## src/rtl/rdr_pwr_pkg.sv

```systemverilog
package rdr_pwr_pkg;

  typedef enum logic [2:0] {
    PH_OFF    = 3'd0,
    PH_PRESET = 3'd1,
    PH_INIT   = 3'd2,
    PH_RUN    = 3'd3,
    PH_SLEEP  = 3'd4,
    PH_WAKE   = 3'd5
  } phase_e;

  // Sleep exit delay in oscillator cycles
  localparam int unsigned WAKE_CYC = 4;

  function automatic int unsigned max3(input int unsigned a, input int unsigned b,
                                       input int unsigned c);
    int unsigned m;
    m = (a > b) ? a : b;
    return (m > c) ? m : c;
  endfunction

endpackage

```

## src/rtl/rdr_pwr_pdq.sv

```systemverilog
// Off-phase qualifier: counts cycles spent in the off phase, saturating.
module rdr_pwr_pdq #(
  parameter int unsigned MIN_PD = 1356
) (
  input  logic clk,
  input  logic rst_n,
  input  logic in_off,
  output logic pd_met
);

  localparam int unsigned CW = (MIN_PD < 2) ? 1 : $clog2(MIN_PD);
  localparam logic [CW-1:0] LAST = CW'(MIN_PD - 1);

  logic [CW-1:0] cnt_q, cnt_d;

  always_comb begin
    cnt_d = cnt_q;
    if (!in_off) begin
      cnt_d = '0;
    end else if (cnt_q != LAST) begin
      cnt_d = cnt_q + 1'b1;
    end
  end

  always_ff @(posedge clk or negedge rst_n) begin
    if (!rst_n) begin
      cnt_q <= '0;
    end else begin
      cnt_q <= cnt_d;
    end
  end

  assign pd_met = (cnt_q == LAST);

endmodule

```

## src/rtl/rdr_pwr_timer.sv

```systemverilog
// Shared phase counter for preset, initialising and wake phases.
module rdr_pwr_timer
  import rdr_pwr_pkg::*;
#(
  parameter int unsigned RST_CYC  = 512,
  parameter int unsigned INIT_CYC = 128
) (
  input  logic clk,
  input  logic rst_n,
  input  logic clr,
  input  logic en,
  output logic rst_last,
  output logic init_last,
  output logic wake_last
);

  localparam int unsigned MAXC = max3(RST_CYC, INIT_CYC, WAKE_CYC);
  localparam int unsigned CW   = $clog2(MAXC + 1);
  localparam int unsigned NLIM = 3;
  localparam int unsigned LIMS [NLIM] = '{RST_CYC, INIT_CYC, WAKE_CYC};

  logic [CW-1:0]   cnt_q, cnt_d;
  logic [NLIM-1:0] hit;

  always_comb begin
    cnt_d = cnt_q;
    if (clr) begin
      cnt_d = '0;
    end else if (en) begin
      cnt_d = cnt_q + 1'b1;
    end
  end

  always_ff @(posedge clk or negedge rst_n) begin
    if (!rst_n) begin
      cnt_q <= '0;
    end else begin
      cnt_q <= cnt_d;
    end
  end

  for (genvar g = 0; g < NLIM; g++) begin : g_lim
    assign hit[g] = (cnt_q == CW'(LIMS[g] - 1));
  end

  assign rst_last  = hit[0];
  assign init_last = hit[1];
  assign wake_last = hit[2];

endmodule

```

## src/rtl/rdr_pwr_fsm.sv

```systemverilog
// Phase sequencer: off, preset, initialising, run, sleep, wake.
module rdr_pwr_fsm
  import rdr_pwr_pkg::*;
(
  input  logic   clk,
  input  logic   rst_n,
  input  logic   off_req,
  input  logic   osc_ok,
  input  logic   pd_met,
  input  logic   wr_en,
  input  logic   wr_sleep,
  input  logic   rst_last,
  input  logic   init_last,
  input  logic   wake_last,
  output phase_e phase_q,
  output logic   cnt_clr,
  output logic   cnt_en,
  output logic   sleep_set,
  output logic   sleep_clr
);

  phase_e phase_d;

  always_comb begin
    phase_d = phase_q;
    case (phase_q)
      PH_OFF:    if (pd_met && osc_ok)     phase_d = PH_PRESET;
      PH_PRESET: if (rst_last)             phase_d = PH_INIT;
      PH_INIT:   if (init_last)            phase_d = PH_RUN;
      PH_RUN:    if (wr_en && wr_sleep)    phase_d = PH_SLEEP;
      PH_SLEEP:  if (wr_en && !wr_sleep)   phase_d = PH_WAKE;
      PH_WAKE:   if (wake_last)            phase_d = PH_RUN;
      default:                             phase_d = PH_OFF;
    endcase
    // Power-down overrides every phase
    if (off_req) begin
      phase_d = PH_OFF;
    end
  end

  always_ff @(posedge clk or negedge rst_n) begin
    if (!rst_n) begin
      phase_q <= PH_OFF;
    end else begin
      phase_q <= phase_d;
    end
  end

  assign cnt_clr   = (phase_d != phase_q);
  assign cnt_en    = (phase_q == PH_PRESET) || (phase_q == PH_INIT) || (phase_q == PH_WAKE);
  assign sleep_set = (phase_q == PH_RUN)  && (phase_d == PH_SLEEP);
  assign sleep_clr = (phase_q == PH_WAKE) && (phase_d == PH_RUN);

endmodule

```

## src/rtl/rdr_pwr_regs.sv

```systemverilog
// Control bits and the held receiver-power output.
module rdr_pwr_regs
  import rdr_pwr_pkg::*;
#(
  parameter logic RXAUTO_RST = 1'b0
) (
  input  logic   clk,
  input  logic   rst_n,
  input  phase_e phase,
  input  logic   off_req,
  input  logic   wr_en,
  input  logic   wr_rxauto,
  input  logic   rx_busy,
  input  logic   sleep_set,
  input  logic   sleep_clr,
  output logic   sleep_q,
  output logic   rxauto_q,
  output logic   rx_pwr_q
);

  logic sleep_d, rxauto_d, rx_pwr_d;
  logic in_run, in_hold;

  assign in_run  = (phase == PH_RUN);
  assign in_hold = (phase == PH_SLEEP) || (phase == PH_WAKE);

  always_comb begin
    sleep_d = sleep_q;
    if (phase == PH_PRESET) begin
      sleep_d = 1'b0;
    end else if (sleep_set) begin
      sleep_d = 1'b1;
    end else if (sleep_clr) begin
      sleep_d = 1'b0;
    end
  end

  always_comb begin
    rxauto_d = rxauto_q;
    if (phase == PH_PRESET) begin
      rxauto_d = RXAUTO_RST;
    end else if (in_run && wr_en && !off_req) begin
      rxauto_d = wr_rxauto;
    end
  end

  always_comb begin
    rx_pwr_d = rx_pwr_q;
    if (off_req || !(in_run || in_hold)) begin
      rx_pwr_d = 1'b0;
    end else if (in_run) begin
      rx_pwr_d = !rxauto_q || rx_busy;
    end
  end

  always_ff @(posedge clk or negedge rst_n) begin
    if (!rst_n) begin
      sleep_q  <= 1'b0;
      rxauto_q <= RXAUTO_RST;
      rx_pwr_q <= 1'b0;
    end else begin
      sleep_q  <= sleep_d;
      rxauto_q <= rxauto_d;
      rx_pwr_q <= rx_pwr_d;
    end
  end

endmodule

```

## src/rtl/rdr_pwr_seq.sv

```systemverilog
// Power-mode and startup sequencer top.
module rdr_pwr_seq
  import rdr_pwr_pkg::*;
#(
  parameter int unsigned OSC_KHZ     = 13560,
  parameter int unsigned PD_MIN_US   = 100,
  parameter int unsigned RST_CYC     = 512,
  parameter int unsigned INIT_CYC    = 128,
  parameter int unsigned SYNC_STAGES = 2,
  parameter logic        RXAUTO_RST  = 1'b0
) (
  input  logic clk_osc_i,
  input  logic rst_n_i,
  input  logic pwr_off_i,
  input  logic por_i,
  input  logic osc_stable_i,
  input  logic wr_en_i,
  input  logic wr_sleep_i,
  input  logic wr_rxauto_i,
  input  logic rx_busy_i,
  output logic preset_o,
  output logic dclk_en_o,
  output logic rx_pwr_en_o,
  output logic ready_o,
  output logic sleep_o,
  output logic rxauto_o
);

  localparam int unsigned PD_RAW = (OSC_KHZ * PD_MIN_US + 999) / 1000;
  localparam int unsigned MIN_PD = (PD_RAW < 1) ? 1 : PD_RAW;

  logic [SYNC_STAGES-1:0] rsync_q;
  logic   rst_n;
  logic   off_req, pd_met;
  logic   rst_last, init_last, wake_last;
  logic   cnt_clr, cnt_en, sleep_set, sleep_clr;
  phase_e phase;

  // Reset: asynchronous assertion, synchronous release
  always_ff @(posedge clk_osc_i or negedge rst_n_i) begin
    if (!rst_n_i) begin
      rsync_q <= '0;
    end else begin
      rsync_q <= {rsync_q[SYNC_STAGES-2:0], 1'b1};
    end
  end
  assign rst_n = rsync_q[SYNC_STAGES-1];

  assign off_req = pwr_off_i || por_i;

  rdr_pwr_pdq #(.MIN_PD(MIN_PD)) u_pdq (
    .clk    (clk_osc_i),
    .rst_n  (rst_n),
    .in_off (phase == PH_OFF),
    .pd_met (pd_met)
  );

  rdr_pwr_timer #(.RST_CYC(RST_CYC), .INIT_CYC(INIT_CYC)) u_timer (
    .clk       (clk_osc_i),
    .rst_n     (rst_n),
    .clr       (cnt_clr),
    .en        (cnt_en),
    .rst_last  (rst_last),
    .init_last (init_last),
    .wake_last (wake_last)
  );

  rdr_pwr_fsm u_fsm (
    .clk       (clk_osc_i),
    .rst_n     (rst_n),
    .off_req   (off_req),
    .osc_ok    (osc_stable_i),
    .pd_met    (pd_met),
    .wr_en     (wr_en_i),
    .wr_sleep  (wr_sleep_i),
    .rst_last  (rst_last),
    .init_last (init_last),
    .wake_last (wake_last),
    .phase_q   (phase),
    .cnt_clr   (cnt_clr),
    .cnt_en    (cnt_en),
    .sleep_set (sleep_set),
    .sleep_clr (sleep_clr)
  );

  rdr_pwr_regs #(.RXAUTO_RST(RXAUTO_RST)) u_regs (
    .clk       (clk_osc_i),
    .rst_n     (rst_n),
    .phase     (phase),
    .off_req   (off_req),
    .wr_en     (wr_en_i),
    .wr_rxauto (wr_rxauto_i),
    .rx_busy   (rx_busy_i),
    .sleep_set (sleep_set),
    .sleep_clr (sleep_clr),
    .sleep_q   (sleep_o),
    .rxauto_q  (rxauto_o),
    .rx_pwr_q  (rx_pwr_en_o)
  );

  assign preset_o  = (phase == PH_PRESET);
  assign dclk_en_o = (phase == PH_PRESET) || (phase == PH_INIT) || (phase == PH_RUN);
  assign ready_o   = (phase == PH_RUN) || (phase == PH_SLEEP) || (phase == PH_WAKE);

endmodule

```

## config.mk

```make
export PLATFORM = sky130hd
export DESIGN_NAME = rdr_pwr_seq
export DESIGN_NICKNAME = d
export VERILOG_FILES = /design/src/rtl/rdr_pwr_pkg.sv /design/src/rtl/rdr_pwr_pdq.sv /design/src/rtl/rdr_pwr_timer.sv /design/src/rtl/rdr_pwr_fsm.sv /design/src/rtl/rdr_pwr_regs.sv /design/src/rtl/rdr_pwr_seq.sv
export SDC_FILE = /design/constraint.sdc
export NUM_CORES = 1
export LEC_CHECK = 0
export BUFFER_PORTS_ARGS = -buffer_cell sky130_fd_sc_hd__clkbuf_2
export CAP_MARGIN = 10
export CORE_MARGIN = 5
export CORE_UTILIZATION = 60
export DETAILED_ROUTE_END_ITERATION = 10
export GPL_ROUTABILITY_DRIVEN = 0
export PLACE_DENSITY = 0.8
export RECOVER_POWER = 50
export SLEW_MARGIN = 20
export SYNTH_ARGS = -nofsm -noshare
export SYNTH_HDL_FRONTEND = slang
export SYNTH_SLANG_ARGS = --single-unit
```

## constraint.sdc

```tcl
create_clock -name clk_osc_i -period 1.8 [get_ports clk_osc_i]
set_input_delay 0.18 -clock clk_osc_i [delete_from_list [all_inputs] [get_ports clk_osc_i]]
set_output_delay 0.18 -clock clk_osc_i [all_outputs]
set_load 0.03 [all_outputs]
```

After elaboration in Yosys (flattened, before gate mapping)
Index checks and enable logic that the tools add are counted.

operators by class
  add/subtract/negate cells = 2
  multiply operators = 0
  div/mod/pow operators = 0
  magnitude comparators = 0
  equality and inequality tests = 14
  shift-type cells = 0
  mux-type cells = 19
  bitwise operators = 0
  reduce and logical (&&, ||, !) cells = 26

operator list
  kind                                             number
  two-way mux 11 bit                               2
  two-way mux 3 bit                                7
  two-way mux 10 bit                               2
  case mux 3 bit (6 select lines)                  1
  adder 11 x 1 -> 11 bit (second input constant)   1
  == test 11 bit (second input constant)           1
  != test 11 bit (second input constant)           1
  adder 10 x 1 -> 10 bit (second input constant)   1
  == test 10 x 2 -> 1 bit (second input constant)  1
  == test 10 x 7 -> 1 bit (second input constant)  1
  == test 10 x 9 -> 1 bit (second input constant)  1
  logical OR 1 bit                                 10
  == test 3 x 2 -> 1 bit (second input constant)   3
  == test 3 bit (second input constant)            3
  logical AND 1 bit                                7
  two-way mux 1 bit                                7
  nonzero test 2 bit                               3
  zero test 1 bit                                  4
  == test 3 x 1 -> 1 bit (second input constant)   1
  zero test 3 bit                                  1
  != test 3 bit                                    1
  nonzero test 3 bit                               1
  != test 2 bit (second input constant)            1

word-level totals
  register bits after elaboration = 29
  bits in latches = 0
  bits in writable memories = 0
  bits in read-only memories = 0
  bits of input ports = 9
  output and inout port bits = 6
  memories kept = 0

Logic depth before layout (Yosys ltp)
  depth in word-level cells = 10
  mapped depth = 8
  mapped depth without buffers = 7

By module
A second synthesis with hierarchy kept.

unflattened totals
  cells, all modules = 173
  area total of the unflattened synthesis = 1695.4 um2

by module, submodules not included
  module         times used  cells each  area each (um2)  seq. area each (um2)
  rdr_pwr_pdq    1           56          575.6            275.3
  rdr_pwr_timer  1           53          536.8            250.2
  rdr_pwr_fsm    1           39          326.6            75.1
  rdr_pwr_regs   1           15          162.7            75.1
  rdr_pwr_seq    1           10          93.8             50.0

Worst setup path before layout
Ideal clock, no wire load.

  path kind = register to register
  start = register u_fsm.phase_q[1]
  end = register u_timer.cnt_q[0]
  setup time = 138 ps
  data arrival time = 1806 ps
  path slack = -144 ps
  cell stages (with the launch flop) = 9
  buffers on the path = 2
  period minus slack after synthesis = 1944 ps
  cell sequence = dfrtp_1 -> buf_2 -> nand2b_1 -> nor2_1 -> nand2_1 -> o21ai_2 -> or3_1 -> buf_6 -> a21oi_1

on the way
  word-level cells in the longest chain between the ends = 5
  elaborated cells between the ends (all ways) = 19

RTL lines
  item                                                      line                 text
  start, declared                                           rdr_pwr_fsm.sv:15    output phase_e phase_q,
  start signal, assigned                                    rdr_pwr_fsm.sv:45    phase_q <= phase_d;
  == test 3 x 1 -> 1 bit (*)                                -
  via preset_o                                              rdr_pwr_seq.sv:21    output logic preset_o,
  case mux 3 bit (6 select lines)                           rdr_pwr_fsm.sv:26    case (phase_q)
  two-way mux 3 bit                                         rdr_pwr_fsm.sv:36    if (off_req) begin
  != test 3 bit                                             rdr_pwr_fsm.sv:49    assign cnt_clr = (phase_d != phase_q);
  two-way mux 10 bit or nonzero test 2 bit (tied branches)  -
  end signal, assigned                                      rdr_pwr_timer.sv:38  cnt_q <= cnt_d;
  end, declared                                             rdr_pwr_timer.sv:22  logic [CW-1:0] cnt_q, cnt_d;

Mark *: on every way through the listed nets, which the timed path passes. The rest lies on a longest branch.
A chain may end at the register's enable or synchronous reset.

Worst setup path after layout
  start = register u_fsm.phase_q[2]
  end = register u_timer.cnt_q[6]

on the way
  word-level cells in the longest chain between the ends = 5
  elaborated cells between the ends (all ways) = 19

RTL lines
  item                                                      line
  == test 3 bit, or another cell as far along               rdr_pwr_fsm.sv:26, rdr_pwr_fsm.sv:50
  case mux 3 bit (6 select lines)                           rdr_pwr_fsm.sv:26
  two-way mux 3 bit                                         rdr_pwr_fsm.sv:36
  != test 3 bit                                             rdr_pwr_fsm.sv:49
  two-way mux 10 bit or nonzero test 2 bit (tied branches)  -

Several ways; a longest one is shown, not always the timed one.

==> impl_metrics.json <==
{
  "outcome": "complete, but fails checks",
  "worst_slew_pin_slew_ps": 669,
  "wirelength_um": 4080,
  "cts_tree": "yes",
  "yosys_warnings": 0,
  "leakagePower_nw": 0.941,
  "rsz0062_at_grt": "true",
  "routedWlPerCell_um": 16.0,
  "fmax_mhz": 530,
  "drv_slew": 0,
  "synth.distinct_cells": 39,
  "synthXorXnorAreaFrac": 0.0857,
  "drt-pass1-iter-count": 4,
  "die_h_um": 62.2,
  "clk_latency_ps": 340,
  "worst_path_max_delay_cell": "dfrtp_1",
  "cp.required_ps": 2010,
  "max_cap_viol_count": 0,
  "report.final.hold_viol_count": 0,
  "async_flop_share": 1.00,
  "port_buffers": 14,
  "power.total_mw": 1.76,
  "drive_above_1_share": 0.339,
  "p_per_area_nw_per_um2": 841,
  "synth_area_per_cell_um2": 9.09,
  "track_usage": 0.225,
  "initial_utilization": 0.609,
  "finalInstanceArea_um2": 2090,
  "dp_slack_ps": -119,
  "synth-seq-area-share": 0.444,
  "grt_pass1_wl_um": 7010,
  "synth.mux.area_fraction": 0.0130,
  "place_area_um2": 1910,
  "setup_violations": 11,
  "grt_pass1_vias": 1548,
  "core_um2": 2690,
  "syn_to_final_growth_pct": 27.7,
  "min-delay-path-class": "in2async",
  "path_delay_family": "simple AND/OR/NAND/NOR gates",
  "arrival_ps": 2100,
  "dp.cells": 244,
  "vdd_drop_max_v": 0.000898,
  "synth_fa_ha_area_frac": 0.0153,
  "ant_nets": 0,
  "grt.overflow.total": 0,
  "synth-edff-count": 0,
  "cts_made_buffers": 5,
  "fin_cells": 255,
  "setup_tns_ps": -782,
  "path_buf_inv": 1,
  "route.detailed.drc": 0,
  "ys_ff_latch": 29,
  "avgViaCountPerCell": 5.95,
  "min_period_ps": 1890,
  "clock-sinks": 29,
  "syn_nets": 191,
  "grt_max_degree": 28,
  "nets": 234,
  "ctsRootBufferMaster": "clkbuf_4",
  "initialDrtViolationCount": 181,
  "yosysTopAreaCellShare": 0.444,
  "clk_pin_slew_ps": 110,
  "clock_skew_ps": 16.7,
  "synth_compound_area_frac": 0.122,
  "violations": "negative setup slack",
  "synth_top_family_by_area": "simple AND/OR/NAND/NOR gates",
  "critical_path_peak_fanout": 5,
  "antennaDiodeCount": 0,
  "timing.final.ws_setup_ps": -86.6,
  "crit_type": "reg2reg",
  "chipWidth_um": 62.2,
  "rows": 19,
  "endpoint_kind": "flop",
  "relSlewSlack": 0.554,
  "pin_count": 15,
  "syn_inst": 180,
  "vias": 1516,
  "start_kind": "flop",
  "synthSimpleGateAreaFrac": 0.279,
  "nFillCells": 185,
  "synth.area.top_cells": "dfrtp_1 (44%), a21oi_1 (5.8%), nand2_1 (5.0%), nor2_1 (4.6%), xnor2_1 (4.3%)",
  "finalCritPeriodShare": 1.05,
  "antenna_found_initial": 0,
  "htreeDepth": 2,
  "ys.flop_type": "dfrtp_1",
  "dieArea_um2": 3870,
  "clockBufferDepth": 2,
  "path_cells": "or3b_4 -> nor3_2 -> nand4_1 -> a221oi_2 -> buf_4 -> or3_4 -> a21oi_1",
  "cpPeakStageDelay_ps": 400,
  "syn_area_um2": 1640,
  "yosysTopAreaCell": "dfrtp_1",
  "hpwl_um": 2720
}
[synth_stat cells, drive strengths merged, types with 3 or more instances]
library cell / number
o21ai: 7
nand2: 22
xor2: 8
nor3: 3
nand2b: 5
or3: 5
a21oi: 19
nand3: 6
and4: 4
xnor2: 8
nor2: 20
dfrtp: 29
clkbuf: 3
nor2b: 3
nand4: 7
inv: 4
buf: 5
[metal layers]
layer	wire length, µm	vias to the layer above	GRT usage
li1	-	709	-
met1	1730	749	0.272
met2	1990	49	0.374
met3	262	9	0.0721
met4	91	0	0.0786
met5	0	-	0
[path summary, 6_finish.rpt]
check                                 start               end  slack, ps  cells past startpoint
min in group clk_osc_i            rx_busy_i   u_regs.rx_pwr_q        200                      4
hold / removal                      rst_n_i        rsync_q[0]        150                      2
max in group asynchronous        rsync_q[1]  u_timer.cnt_q[8]       1010                      1
hold reg to reg                  rsync_q[1]    u_pdq.cnt_q[0]        350                      1
setup / recovery           u_fsm.phase_q[2]  u_timer.cnt_q[6]        -90                      7
setup reg to reg           u_fsm.phase_q[2]  u_timer.cnt_q[6]        -90                      7
[flip-flops by register name, summed over array words and instances, names as in the netlist]
register         count
u_fsm.phase_q        3
rsync_q              2
u_regs.sleep_q       1
u_regs.rxauto_q      1
u_pdq.cnt_q         11
u_timer.cnt_q       10
u_regs.rx_pwr_q      1
[layout by cell type, fill, tap and decap left out, types with 4 or more instances in the layout]
cell type / n
a21oi_1: 10
nor2_1: 18
dfrtp_1: 29
clkbuf_2: 14
nand3_1: 6
nand4_1: 7
inv_1: 4
clkbuf_4: 5
o21ai_0: 5
nand2_1: 22
xor2_1: 8
or3_1: 4
buf_4: 25
and4_1: 4
a21oi_2: 9
xnor2_1: 8
[power by group]
part	switching (mW)	internal (mW)
registers	0.0922	0.769
logic	0.216	0.211
clock network	0.242	0.226
[metrics by stage]
stage	utilization	hold WS [ps]
2_1_floorplan	-	-116
3_3_place_gp	0.709	-32.8
3_5_place_dp	0.709	-29.8
4_1_cts	0.772	148
5_1_grt	0.777	160
6_report	0.777	152
[repair_timing]
item | CTS | global route
setup endpoints to repair | 10 | 15
hold buffers | 1 | 0
buffers inserted | 1 | 0
pin swaps | 5 | 4
endpoints found under the hold margin | 2 | 0
gates cloned | 2 | 0
gates resized for setup | 14 | 5
[final cells by class]
type                            instances  area, µm²  area share
Clock buffer                            7       65.1      0.0312
Inverter                                4       15.0     0.00719
Clock inverter                          1       5.00     0.00240
Sequential cell                        29        726       0.348
Multi-Input combinational cell        141        956       0.458
Tap cell                               31       38.8      0.0186
Timing Repair Buffer                   42        283       0.135
[cells by family (layout without fill, tap and decap cells)]
| family | count (synthesis) | in the layout |
|---|---|---|
| flip-flops | 29 | 29 |
| other | 1 | 1 |
| AND/OR/NAND/NOR | 86 | 87 |
| AO/OA/AOI/OAI | 32 | 33 |
| buffers and inverters | 12 | 54 |
| adder cells (fa/ha/maj) | 2 | 2 |
| XOR/XNOR | 16 | 16 |
| multiplexers | 2 | 2 |
Power figures use the tool's default switching activity.
